## src/rtl/iso_tx_pkg.sv

```systemverilog
package iso_tx_pkg;
  localparam int unsigned QUAD_W = 32;
  localparam int unsigned LEN_W  = 16;
  localparam int unsigned NQ_W   = LEN_W - 1;  // ceil(len/4) fits here
  localparam logic [3:0]  TCODE_ISO = 4'hA;

  typedef enum logic [1:0] {ST_IDLE, ST_HDR, ST_PAY} seq_state_e;

  typedef struct packed {
    logic [LEN_W-1:0] len;
    logic [1:0]       tag;
    logic [5:0]       chan;
    logic [3:0]       tcode;
    logic [3:0]       sy;
  } iso_hdr_t;
endpackage

```

## src/rtl/iso_tx_start_ctl.sv

```systemverilog
module iso_tx_start_ctl (
  input  logic clk_i,
  input  logic rst_ni,
  input  logic start_pin_i,
  input  logic start_bit_i,
  input  logic launch_i,
  output logic run_o
);
  logic req, req_q, rise, fall, fin_q, run_q;

  assign req  = start_pin_i | start_bit_i;
  assign rise = req & ~req_q;
  assign fall = ~req & req_q;

  always_ff @(posedge clk_i or negedge rst_ni) begin
    if (!rst_ni) begin
      req_q <= 1'b0;
      run_q <= 1'b0;
      fin_q <= 1'b0;
    end else begin
      req_q <= req;
      if (rise) begin
        run_q <= 1'b1;
        fin_q <= 1'b0;
      end else begin
        // the packet launched while stop is pending is the last one
        if (launch_i && fin_q) begin
          run_q <= 1'b0;
          fin_q <= 1'b0;
        end
        if (fall && run_q) fin_q <= 1'b1;
      end
    end
  end

  assign run_o = run_q;
endmodule

```

## src/rtl/iso_tx_hdr_gen.sv

```systemverilog
module iso_tx_hdr_gen
  import iso_tx_pkg::*;
(
  input  logic [LEN_W-1:0] len_bytes_i,
  input  logic [5:0]       chan_i,
  input  logic [1:0]       tag_i,
  input  logic [3:0]       sync_val_i,
  input  logic             sync_en_i,
  input  logic [3:0]       sync_code_i,
  output iso_hdr_t         hdr_o,
  output logic [NQ_W-1:0]  nq_o
);
  logic [LEN_W:0] len_up;

  assign len_up = {1'b0, len_bytes_i} + (LEN_W+1)'(3);
  assign nq_o   = len_up[LEN_W:2];

  always_comb begin
    hdr_o.len   = len_bytes_i;
    hdr_o.tag   = tag_i;
    hdr_o.chan  = chan_i;
    hdr_o.tcode = TCODE_ISO;
    hdr_o.sy    = sync_en_i ? sync_code_i : sync_val_i;
  end
endmodule

```

## src/rtl/iso_tx_seq.sv

```systemverilog
module iso_tx_seq
  import iso_tx_pkg::*;
#(
  parameter int unsigned CNT_W = 12
) (
  input  logic              clk_i,
  input  logic              rst_ni,
  input  logic              cyc_start_i,
  input  logic              run_i,
  input  logic [CNT_W-1:0]  fifo_count_i,
  input  logic [QUAD_W-1:0] fifo_data_i,
  input  iso_hdr_t          hdr_i,
  input  logic [NQ_W-1:0]   nq_i,
  input  logic              tx_ready_i,
  output logic              fifo_rd_o,
  output logic [QUAD_W-1:0] tx_data_o,
  output logic              tx_valid_o,
  output logic              tx_first_o,
  output logic              tx_last_o,
  output logic              launch_o,
  output logic              no_tx_irq_o
);
  localparam int unsigned PAD_W = NQ_W - CNT_W;

  seq_state_e       state_q;
  iso_hdr_t         hdr_q;
  logic [NQ_W-1:0]  rem_q;
  logic             zero_q, irq_q, enough, at_cycle;

  assign enough   = ({{PAD_W{1'b0}}, fifo_count_i} >= nq_i);
  assign at_cycle = (state_q == ST_IDLE) && cyc_start_i && run_i;
  assign launch_o = at_cycle && enough;

  always_ff @(posedge clk_i or negedge rst_ni) begin
    if (!rst_ni) begin
      state_q <= ST_IDLE;
      hdr_q   <= '0;
      rem_q   <= '0;
      zero_q  <= 1'b0;
      irq_q   <= 1'b0;
    end else begin
      irq_q <= at_cycle && !enough;
      unique case (state_q)
        ST_IDLE: if (launch_o) begin
          hdr_q   <= hdr_i;
          rem_q   <= nq_i;
          zero_q  <= (nq_i == '0);
          state_q <= ST_HDR;
        end
        ST_HDR: if (tx_ready_i) state_q <= zero_q ? ST_IDLE : ST_PAY;
        ST_PAY: if (tx_ready_i) begin
          rem_q <= rem_q - 1'b1;
          if (rem_q == NQ_W'(1)) state_q <= ST_IDLE;
        end
        default: state_q <= ST_IDLE;
      endcase
    end
  end

  always_comb begin
    tx_valid_o = (state_q != ST_IDLE);
    tx_first_o = (state_q == ST_HDR);
    tx_last_o  = (state_q == ST_HDR) ? zero_q : (state_q == ST_PAY) && (rem_q == NQ_W'(1));
    tx_data_o  = (state_q == ST_HDR) ? hdr_q : fifo_data_i;
    fifo_rd_o  = (state_q == ST_PAY) && tx_ready_i;
  end

  assign no_tx_irq_o = irq_q;
endmodule

```

## src/rtl/iso_tx_packetizer.sv

```systemverilog
module iso_tx_packetizer
  import iso_tx_pkg::*;
#(
  parameter int unsigned CNT_W = 12
) (
  input  logic              clk_i,
  input  logic              rst_ni,
  input  logic              cyc_start_i,
  input  logic [CNT_W-1:0]  fifo_count_i,
  input  logic [31:0]       fifo_data_i,
  output logic              fifo_rd_o,
  input  logic [15:0]       len_bytes_i,
  input  logic [5:0]        chan_i,
  input  logic [1:0]        tag_i,
  input  logic [3:0]        sync_val_i,
  input  logic              sync_en_i,
  input  logic [3:0]        sync_code_i,
  input  logic              start_pin_i,
  input  logic              start_bit_i,
  output logic [31:0]       tx_data_o,
  output logic              tx_valid_o,
  input  logic              tx_ready_i,
  output logic              tx_first_o,
  output logic              tx_last_o,
  output logic              no_tx_irq_o
);
  logic            run, launch;
  iso_hdr_t        hdr;
  logic [NQ_W-1:0] nq;

  iso_tx_start_ctl u_start (
    .clk_i       (clk_i),
    .rst_ni      (rst_ni),
    .start_pin_i (start_pin_i),
    .start_bit_i (start_bit_i),
    .launch_i    (launch),
    .run_o       (run)
  );

  iso_tx_hdr_gen u_hdr (
    .len_bytes_i (len_bytes_i),
    .chan_i      (chan_i),
    .tag_i       (tag_i),
    .sync_val_i  (sync_val_i),
    .sync_en_i   (sync_en_i),
    .sync_code_i (sync_code_i),
    .hdr_o       (hdr),
    .nq_o        (nq)
  );

  iso_tx_seq #(.CNT_W(CNT_W)) u_seq (
    .clk_i        (clk_i),
    .rst_ni       (rst_ni),
    .cyc_start_i  (cyc_start_i),
    .run_i        (run),
    .fifo_count_i (fifo_count_i),
    .fifo_data_i  (fifo_data_i),
    .hdr_i        (hdr),
    .nq_i         (nq),
    .tx_ready_i   (tx_ready_i),
    .fifo_rd_o    (fifo_rd_o),
    .tx_data_o    (tx_data_o),
    .tx_valid_o   (tx_valid_o),
    .tx_first_o   (tx_first_o),
    .tx_last_o    (tx_last_o),
    .launch_o     (launch),
    .no_tx_irq_o  (no_tx_irq_o)
  );
endmodule

```

## config.mk

```make
export PLATFORM = sky130hd
export DESIGN_NAME = iso_tx_packetizer
export DESIGN_NICKNAME = d
export VERILOG_FILES = /design/src/rtl/iso_tx_pkg.sv /design/src/rtl/iso_tx_start_ctl.sv /design/src/rtl/iso_tx_hdr_gen.sv /design/src/rtl/iso_tx_seq.sv /design/src/rtl/iso_tx_packetizer.sv
export SDC_FILE = /design/constraint.sdc
export NUM_CORES = 1
export LEC_CHECK = 0
export ABC_AREA = 1
export BUFFER_PORTS_ARGS = -buffer_cell sky130_fd_sc_hd__buf_2
export CAP_MARGIN = 10
export CORE_ASPECT_RATIO = 0.7
export CORE_UTILIZATION = 55
export CTS_CLUSTER_DIAMETER = 50
export CTS_CLUSTER_SIZE = 10
export DETAILED_ROUTE_END_ITERATION = 10
export PLACE_DENSITY = 0.94
export SKIP_LAST_GASP = 1
export SLEW_MARGIN = 15
export SYNTH_ARGS = -nofsm -noshare
export SYNTH_HDL_FRONTEND = slang
export SYNTH_HIERARCHICAL = 1
export SYNTH_SLANG_ARGS = --single-unit
```

## constraint.sdc

```tcl
create_clock -name clk_i -period 5.1 [get_ports clk_i]
set_clock_uncertainty 0.2 [all_clocks]
set_input_delay 1.53 -clock clk_i [delete_from_list [all_inputs] [get_ports clk_i]]
set_output_delay 1.53 -clock clk_i [all_outputs]
set_load 0.005 [all_outputs]
```

==> results of run 1 <==
[worst max-delay path, stage by stage]
cell and delay [ns]:
buf_2 0.12, inv_1 0.05, nand2_1 0.16, nand2_1 0.09
nor2_1 0.21, nand3b_1 0.11, nand2_1 0.10, inv_1 0.09
ha_1 0.29, nand2_1 0.07, inv_1 0.05, nand2_1 0.06
nand2_1 0.06, a21oi_2 0.14, nand3_2 0.12, nand2_4 0.39
nand2_4 0.28, nand2_1 0.17, o21ai_2 0.06
[power by group through the flow]
| stage | combinational (mW) | clock, mW | sequential [mW] |
|---|---|---|---|
| global route | 0.848 | 0.316 | 0.787 |
| detailed placement | 0.728 | 0 | 0.767 |
| global placement | 0.692 | 0 | 0.757 |
| finish | 0.742 | 0.296 | 0.762 |
| floorplan | 0.550 | 0 | 0.732 |
| CTS | 0.733 | 0.301 | 0.758 |
[worst max path at each step]
stage	startpoint	endpoint	slack (ns)	cells past startpoint
after floorplan	len_bytes_i[0]	u_start/fin_q$_DFFE_PN0P_	1.53	18
after global placement	len_bytes_i[1]	u_start/fin_q$_DFFE_PN0P_	0.82	20
after detailed placement	len_bytes_i[1]	u_seq/rem_q[13]$_DFFE_PN0P_	0.68	19
after CTS	len_bytes_i[1]	u_seq/rem_q[13]$_DFFE_PN0P_	1.01	19
after global routing	len_bytes_i[1]	u_start/run_o$_DFFE_PN0P_	0.72	20
final	len_bytes_i[1]	u_seq/rem_q[13]$_DFFE_PN0P_	0.95	19
[layer usage]
metal | wire length [um] | GRT usage (%) | share of wire (%) | vias up
met3 | 993 | 3.90 | 9.1 | 21
li1 | - | - | - | 2125
met2 | 5150 | 46.3 | 47 | 215
met1 | 4660 | 36.4 | 43 | 1951
met4 | 138 | 6.33 | 1.3 | 0
met5 | 0 | 0 | 0 | -
[cell families after synthesis]
| kind of cell | after synthesis | synth area share (%) |
|---|---|---|
| buf+inv | 113 | 13.9 |
| compound gates | 42 | 5.41 |
| other cells | 2 | 0.179 |
| xor+xnor | 5 | 1.05 |
| fa+ha+maj | 14 | 4.18 |
| flops | 54 | 32.3 |
| mux | 4 | 1.08 |
| simple gates | 413 | 42.0 |
[layout make-up]
type	count	share of cell area, %
Tap cell	98	2.60
Clock buffer	6	1.54
Multi-Input combinational cell	482	48.0
Clock inverter	2	0.796
Inverter	67	5.41
Sequential cell	54	28.7
Timing Repair Buffer	121	13.0
[cells in the final DEF (no fill, tap or decap)]
master | synthesis | routed
clkbuf_8 | 0 | 5
a21oi_1 | 7 | 7
nand3b_1 | 3 | 3
o21ai_2 | 3 | 3
xnor2_1 | 2 | 2
o21ai_1 | 8 | 8
dfrtp_1 | 54 | 54
nor3_2 | 1 | 1
clkinvlp_4 | 0 | 1
nand3_1 | 34 | 34
bufinv_16 | 0 | 1
nor2_1 | 40 | 40
clkinv_2 | 1 | 1
nand2_4 | 3 | 3
nand3_2 | 2 | 2
or2_2 | 1 | 1
nand2_1 | 299 | 299
xor2_1 | 3 | 3
o21ai_0 | 22 | 22
o22ai_1 | 1 | 1
nand4_1 | 8 | 8
clkbuf_1 | 7 | 1
a21oi_2 | 1 | 1
nand2_2 | 2 | 2
nor2_4 | 4 | 4
nor3b_1 | 1 | 1
nor3_1 | 4 | 4
buf_2 | 5 | 119
conb_1 | 2 | 4
nor2_2 | 8 | 8
mux2_2 | 4 | 4
inv_4 | 1 | 1
inv_2 | 2 | 2
nor4_1 | 1 | 1
ha_1 | 14 | 14
inv_1 | 63 | 63
buf_4 | 29 | 2
nor3_4 | 2 | 2
[registers in the layout, summed over array words and instances, names as in the netlist]
register / flops
u_seq/state_q: 2
u_seq/hdr_q: 32
u_start/req_q: 1
u_seq/no_tx_irq_o: 1
u_start/run_o: 1
u_seq/rem_q: 15
u_seq/zero_q: 1
u_start/fin_q: 1
[per-stage QoR]
stage	utilization (%)	area (um2)	std cells
detailed placement	62.9	4600	822
global placement	62.9	4600	822
finish	64.4	4710	830
floorplan	-	4200	649
global route	64.4	4710	830
CTS	64.4	4710	830
==> metrics.yaml, run 1 <==
place:
  dp_slack_ns: 0.682
  dp_hpwl_um: 8280
  gp_congestion: 0.944
  portBuffers: 119
clock_network:
  cts_buffers: 5
  ctsHtreeMaxLevel: 2
  cts_tree: "yes"
  cts_buffer_depth: 2
  hold_buffers: 0
  clock_sinks: 54
  postCtsResizedCells: 0
  clk_pin_slew_ns: 0.10
  post_cts_buffers: 0
  clock-root-buffer: "clkbuf_8"
  clk_latency_ns: 0.31
layout:
  register_area_mm2: 0.00135
  diodes: 0
  area_growth_syn_to_layout_pct: 12.5
  fin_nets: 828
  drive_gt1_share_pct: 22.3
  fillerInstances: 654
  multi_input_area_mm2: 0.00226
die:
  rows: 26
  ios: 120
  die_h_um: 75.0
  start_util_pct: 57.2
  die_area_mm2: 0.00797
  fp.dieW_um: 106
  core_area_mm2: 0.00732
logic_synthesis:
  synth_cell_types: 36
  synth_most_common_cell: "nand2_1"
  synthArstFlopShare_pct: 100
  synth.avg_cell_area_um2: 6.47
  synth_seq_cells: 54
  yosys_warnings: 6
  synth_area_leader_cell: "dfrtp_1"
  netlist_top_cells_area: "dfrtp_1, nand2_1, inv_1"
  synth_edf_count: 0
  syn_area_mm2: 0.00419
  netlist_instances: 647
  synth_ff_type: "dfrtp_1"
  ys_seq_area_share_pct: 32.3
  synth_commonest_cells: "nand2_1, inv_1, dfrtp_1"
  synth_top_area_share_pct: 32.3
timing:
  maxSlewHeadroom_pct: 53.9
  setup_viol: 0
  min_period_ns: 4.15
  holdWs_ns: 0.288
  fmax_mhz: 241
  hold_violations: 0
  worst_pin_slew_ns: 0.691
  period_share_pct: 81.5
  setup_tns_ns: 0
  final_max_slew_viol_count: 0
  worst_slack_ns: 0.945
  grt_setup_unrepaired: "false"
drt:
  routed-via-count: 4312
  drc_errors: 0
  vias_per_cell: 5.20
  drtIter0Drc: 415
  drt-wirelength-per-cell_um: 13.2
  wl_um: 10900
  ant_nets: 0
  dr.pass1.iters: 5
grt:
  grt_max_degree: 55
  grt_pass1_wl_um: 16800
  grt.overflow.total: 0
  grt_antenna_before_repair: 0
  grt_use_total_pct: 26.9
  grt_pass1_vias: 3660
worst_setup_path:
  r2r_start: "u_seq/state_q[1]$_DFFE_PN0P_"
  crit_fanout: 44
  end_kind: "flip-flop"
  cp-start-kind: "primary input"
  critPathRequiredTime_ns: 5.10
  cp_data_arrival_time_ns: 4.16
  path_class: "primary input to flip-flop"
  ff2ff_setup_slack_ns: 2.79
  rr_endpoint: "u_seq/rem_q[13]$_DFFE_PN0P_"
  reg2regPathDepth: 8
power:
  powerDensity_mw_per_mm2: 382
  combPwrFrac_pct: 41.2
  power.leakage_nw: 2.75
  p_seq_share_pct: 42.3
  power.internal_mw: 1.04
  p_switching_uw: 759
  p_clk_share_pct: 16.5
  p_total_mw: 1.80
  vdd_drop_max_uv: 198
  switching_share_pct: 42.2
outcome:
  run_status: "complete, no violations"
hold_path:
  min_path_cells: 2
  whs_endpoint: "u_seq/hdr_q[2]$_DFFE_PN0P_"
  hold_start: "u_seq/hdr_q[2]$_DFFE_PN0P_"
  worstHoldPathType: "flip-flop to flip-flop"
job:
  maxCapViolations: 0
Note: power is estimated with default switching activity, not from simulation.
==> run 2, diff against run 1 <==
--- a/config.mk
+++ b/config.mk
@@ -5,15 +5,15 @@
 export SDC_FILE = /design/constraint.sdc
 export NUM_CORES = 1
 export LEC_CHECK = 0
-export ABC_AREA = 1
+export ABC_AREA = 0
 export BUFFER_PORTS_ARGS = -buffer_cell sky130_fd_sc_hd__buf_2
 export CAP_MARGIN = 10
 export CORE_ASPECT_RATIO = 0.7
-export CORE_UTILIZATION = 55
+export CORE_UTILIZATION = 47
 export CTS_CLUSTER_DIAMETER = 50
 export CTS_CLUSTER_SIZE = 10
 export DETAILED_ROUTE_END_ITERATION = 10
-export PLACE_DENSITY = 0.94
+export PLACE_DENSITY = 0.87
 export SKIP_LAST_GASP = 1
 export SLEW_MARGIN = 15
 export SYNTH_ARGS = -nofsm -noshare
==> constraint.sdc (replaced) <==
create_clock -name clk_i -period 3.4 [get_ports clk_i]
set_clock_uncertainty 0.2 [all_clocks]
set_input_delay 1.02 -clock clk_i [delete_from_list [all_inputs] [get_ports clk_i]]
set_output_delay 1.02 -clock clk_i [all_outputs]
set_load 0.005 [all_outputs]
==> run 2 against run 1 <==
Net effect:
- the run now ends with setup timing left
- synthesized area fell by 8.5%
- synthesized cell count fell by 41%
- worst hold slack improved by 0.026 ns
- sequential power rose by 61%
- critical path type unchanged
- utilization rose by 7.0 points
- highest routed layer unchanged
- critical path depth fell by 2
- non-clock buffer count rose by 77
- via count fell by 6.2%
- sequential cell count did not move
- total power rose by 76%
- combinational power rose by 86%
==> metrics.yaml, run 2 <==
outcome:
  run_status: "finished with violations"
  violations: "setup timing"
clock_network:
  hold_buffers: 0
  clock_sinks: 54
  cts_buffer_depth: 2
  ctsHtreeMaxLevel: 2
  clk_latency_ns: 0.31
  cts_tree: "yes"
  clk_pin_slew_ns: 0.08
  clock-root-buffer: "clkbuf_16"
  cts_buffers: 5
layout:
  postLayoutCoreUtil_pct: 71.4
  fillerInstances: 460
  largest_register: "u_seq/hdr_q"
  register_area_mm2: 0.00135
  most-common-layout-cells: "buf_2, buf_4, dfrtp_1, mux2_2, mux2_4"
  drive_gt1_share_pct: 59.3
  final_common_cell: "buf_2"
  area_growth_syn_to_layout_pct: 46.6
  fin_nets: 642
  top_regs: "u_seq/hdr_q x32, u_seq/rem_q x15, u_seq/state_q x2"
  multi_input_area_mm2: 0.00250
  diodes: 0
  largest_register_ffs: 32
die:
  fp.dieW_um: 110
  start_util_pct: 48.7
  ios: 120
  rows: 27
  core_area_mm2: 0.00787
  die_h_um: 77.5
  die_area_mm2: 0.00852
logic_synthesis:
  synth.avg_cell_area_um2: 10.1
  yosys_warnings: 6
  ys_seq_area_share_pct: 35.3
  synth_most_common_cell: "mux2_2"
  synth_edf_count: 0
  synth_cell_types: 57
  synth_area_leader_cell: "dfrtp_1"
  netlist_instances: 381
  synth_commonest_cells: "mux2_2, dfrtp_1, buf_4, nor2_1, inv_1"
  synth_ff_type: "dfrtp_1"
  netlist_top_cells_area: "dfrtp_1, mux2_2, buf_4"
  synth_seq_cells: 54
  syn_area_mm2: 0.00383
  synthArstFlopShare_pct: 100
  synth_top_area_share_pct: 35.3
grt:
  grt_antenna_before_repair: 0
  grt_use_total_pct: 31.5
  grt_pass1_vias: 3973
  grt_pass1_wl_um: 20200
  grt_max_degree: 31
  grt.overflow.total: 0
power:
  power.leakage_nw: 2.68
  vdd_drop_max_uv: 334
  powerDensity_mw_per_mm2: 564
  p_total_mw: 3.17
drt:
  vias_per_cell: 6.25
  routed-via-count: 4046
  drt-wirelength-per-cell_um: 22.5
  dr.pass1.iters: 5
  drtIter0Drc: 545
  drc_errors: 0
  ant_nets: 0
  wl_um: 14600
hold_path:
  worstHoldPathType: "flip-flop to flip-flop"
timing:
  worst_slack_ns: -0.352
  period_share_pct: 110
  holdWs_ns: 0.313
  hold_violations: 0
  setup_viol: 51
  final_max_slew_viol_count: 0
  fmax_mhz: 267
  worst_pin_slew_ns: 0.719
  min_period_ns: 3.75
  maxSlewHeadroom_pct: 52.1
  grt_setup_unrepaired: "true"
worst_setup_path:
  worstPathCellList: "buf_8, o211ai_4, buf_6, nor2_2, xnor2_2, inv_1, ha_1, nand4_1, o311a_1, o22ai_2, and2_4, buf_12, buf_12, buf_6, nor2b_4, a21oi_2, o2bb2ai_1"
  slowest_delay_ns: 0.40
  end_kind: "flip-flop"
  critPathRequiredTime_ns: 3.39
  crit_fanout: 6
  cp-start-kind: "primary input"
  path_class: "primary input to flip-flop"
  cp_data_arrival_time_ns: 3.74
  cp_slowest_cell: "o311a_1"
job:
  maxCapViolations: 0
place:
  gp_congestion: 0.927
  dp_hpwl_um: 8110
  portBuffers: 119
run 2: cell count changes after synthesis, moves of 7 or more:
cell and change:
nand3_1 -29, mux2_2 +65, a31oi_1 +7, nor2_1 -9
o21ai_0 -16, inv_1 -40, nor2_2 -8, nor4_1 +9
nand2_1 -282, o21ai_1 -8
run 2: logic make-up after synthesis:
| family | Yosys count | synth area share [%] |
|---|---|---|
| other | 2 | 0.196 |
| XOR/XNOR | 14 | 3.20 |
| buffers and inverters | 66 | 9.99 |
| flip-flops | 54 | 35.3 |
| multiplexers | 73 | 21.3 |
| AO/OA/AOI/OAI | 54 | 10.9 |
| AND/OR/NAND/NOR | 104 | 14.5 |
| adder cells (fa/ha/maj) | 14 | 4.57 |
run 2: final timing paths:
check / from / to / slack (ns) / cells past startpoint
setup / recovery: len_bytes_i[1] / u_start/fin_q$_DFFE_PN0P_ / -0.35 / 17
hold / removal: u_seq/hdr_q[1]$_DFFE_PN0P_ / u_seq/hdr_q[1]$_DFFE_PN0P_ / 0.31 / 1
setup reg to reg: u_seq/state_q[1]$_DFFE_PN0P_ / u_seq/rem_q[13]$_DFFE_PN0P_ / 0.94 / 5
hold reg to reg: u_seq/hdr_q[1]$_DFFE_PN0P_ / u_seq/hdr_q[1]$_DFFE_PN0P_ / 0.31 / 1
max in group asynchronous: rst_ni / u_seq/hdr_q[17]$_DFFE_PN0P_ / 1.75 / 2
min in group asynchronous: rst_ni / u_seq/hdr_q[14]$_DFFE_PN0P_ / 0.56 / 1
run 2: timing repair:
action / CTS / global route
gates resized for setup: 48 / 40
gates cloned: 3 / 1
pin swaps: 28 / 24
endpoints found under the setup margin: 51 / 52
setup buffers: 13 / 9
run 2: where the power goes:
group	switching (mW)	total, mW	internal, mW
combinational	0.632	1.38	0.750
clock	0.275	0.558	0.284
sequential	0.287	1.23	0.944
total	1.19	3.17	1.98
run 2: area by class of cell:
cell class | instances | share of cell area [%]
Multi-Input combinational cell | 263 | 44.5
Tap cell | 101 | 2.25
Timing Repair Buffer | 198 | 24.9
Clock inverter | 3 | 0.512
Inverter | 23 | 1.54
Clock buffer | 5 | 2.23
Sequential cell | 54 | 24.1
run 2: worst max-delay path, delay by kind of cell:
family	cells	cell delay, ns
AOI/OAI and AO/OA	5	1.07
buffers and inverters	6	0.74
and+or+nand+nor	4	0.41
adders and majority gates	1	0.33
xor gates and xnor gates	1	0.16
run 2: routing by layer:
layer	up-vias	global-route usage [%]	share of wire, %
met1	1931	35.8	35
met2	332	52.1	48
met3	116	8.91	9.8
met4	0	18.7	7.0
met5	-	0	0
li1	1667	-	-
run 2: stage by stage:
| stage | worst slack, ns | instances | area (um2) | TNS (ns) |
|---|---|---|---|---|
| floorplan | -0.266 | 383 | 3960 | -9.21 |
| global placement | -0.545 | 613 | 4790 | -25.24 |
| detailed placement | -0.683 | 613 | 4790 | -31.30 |
| CTS | -0.247 | 637 | 5340 | -7.89 |
| global route | -0.465 | 647 | 5620 | -19.69 |
| finish | -0.352 | 647 | 5620 | -14.71 |
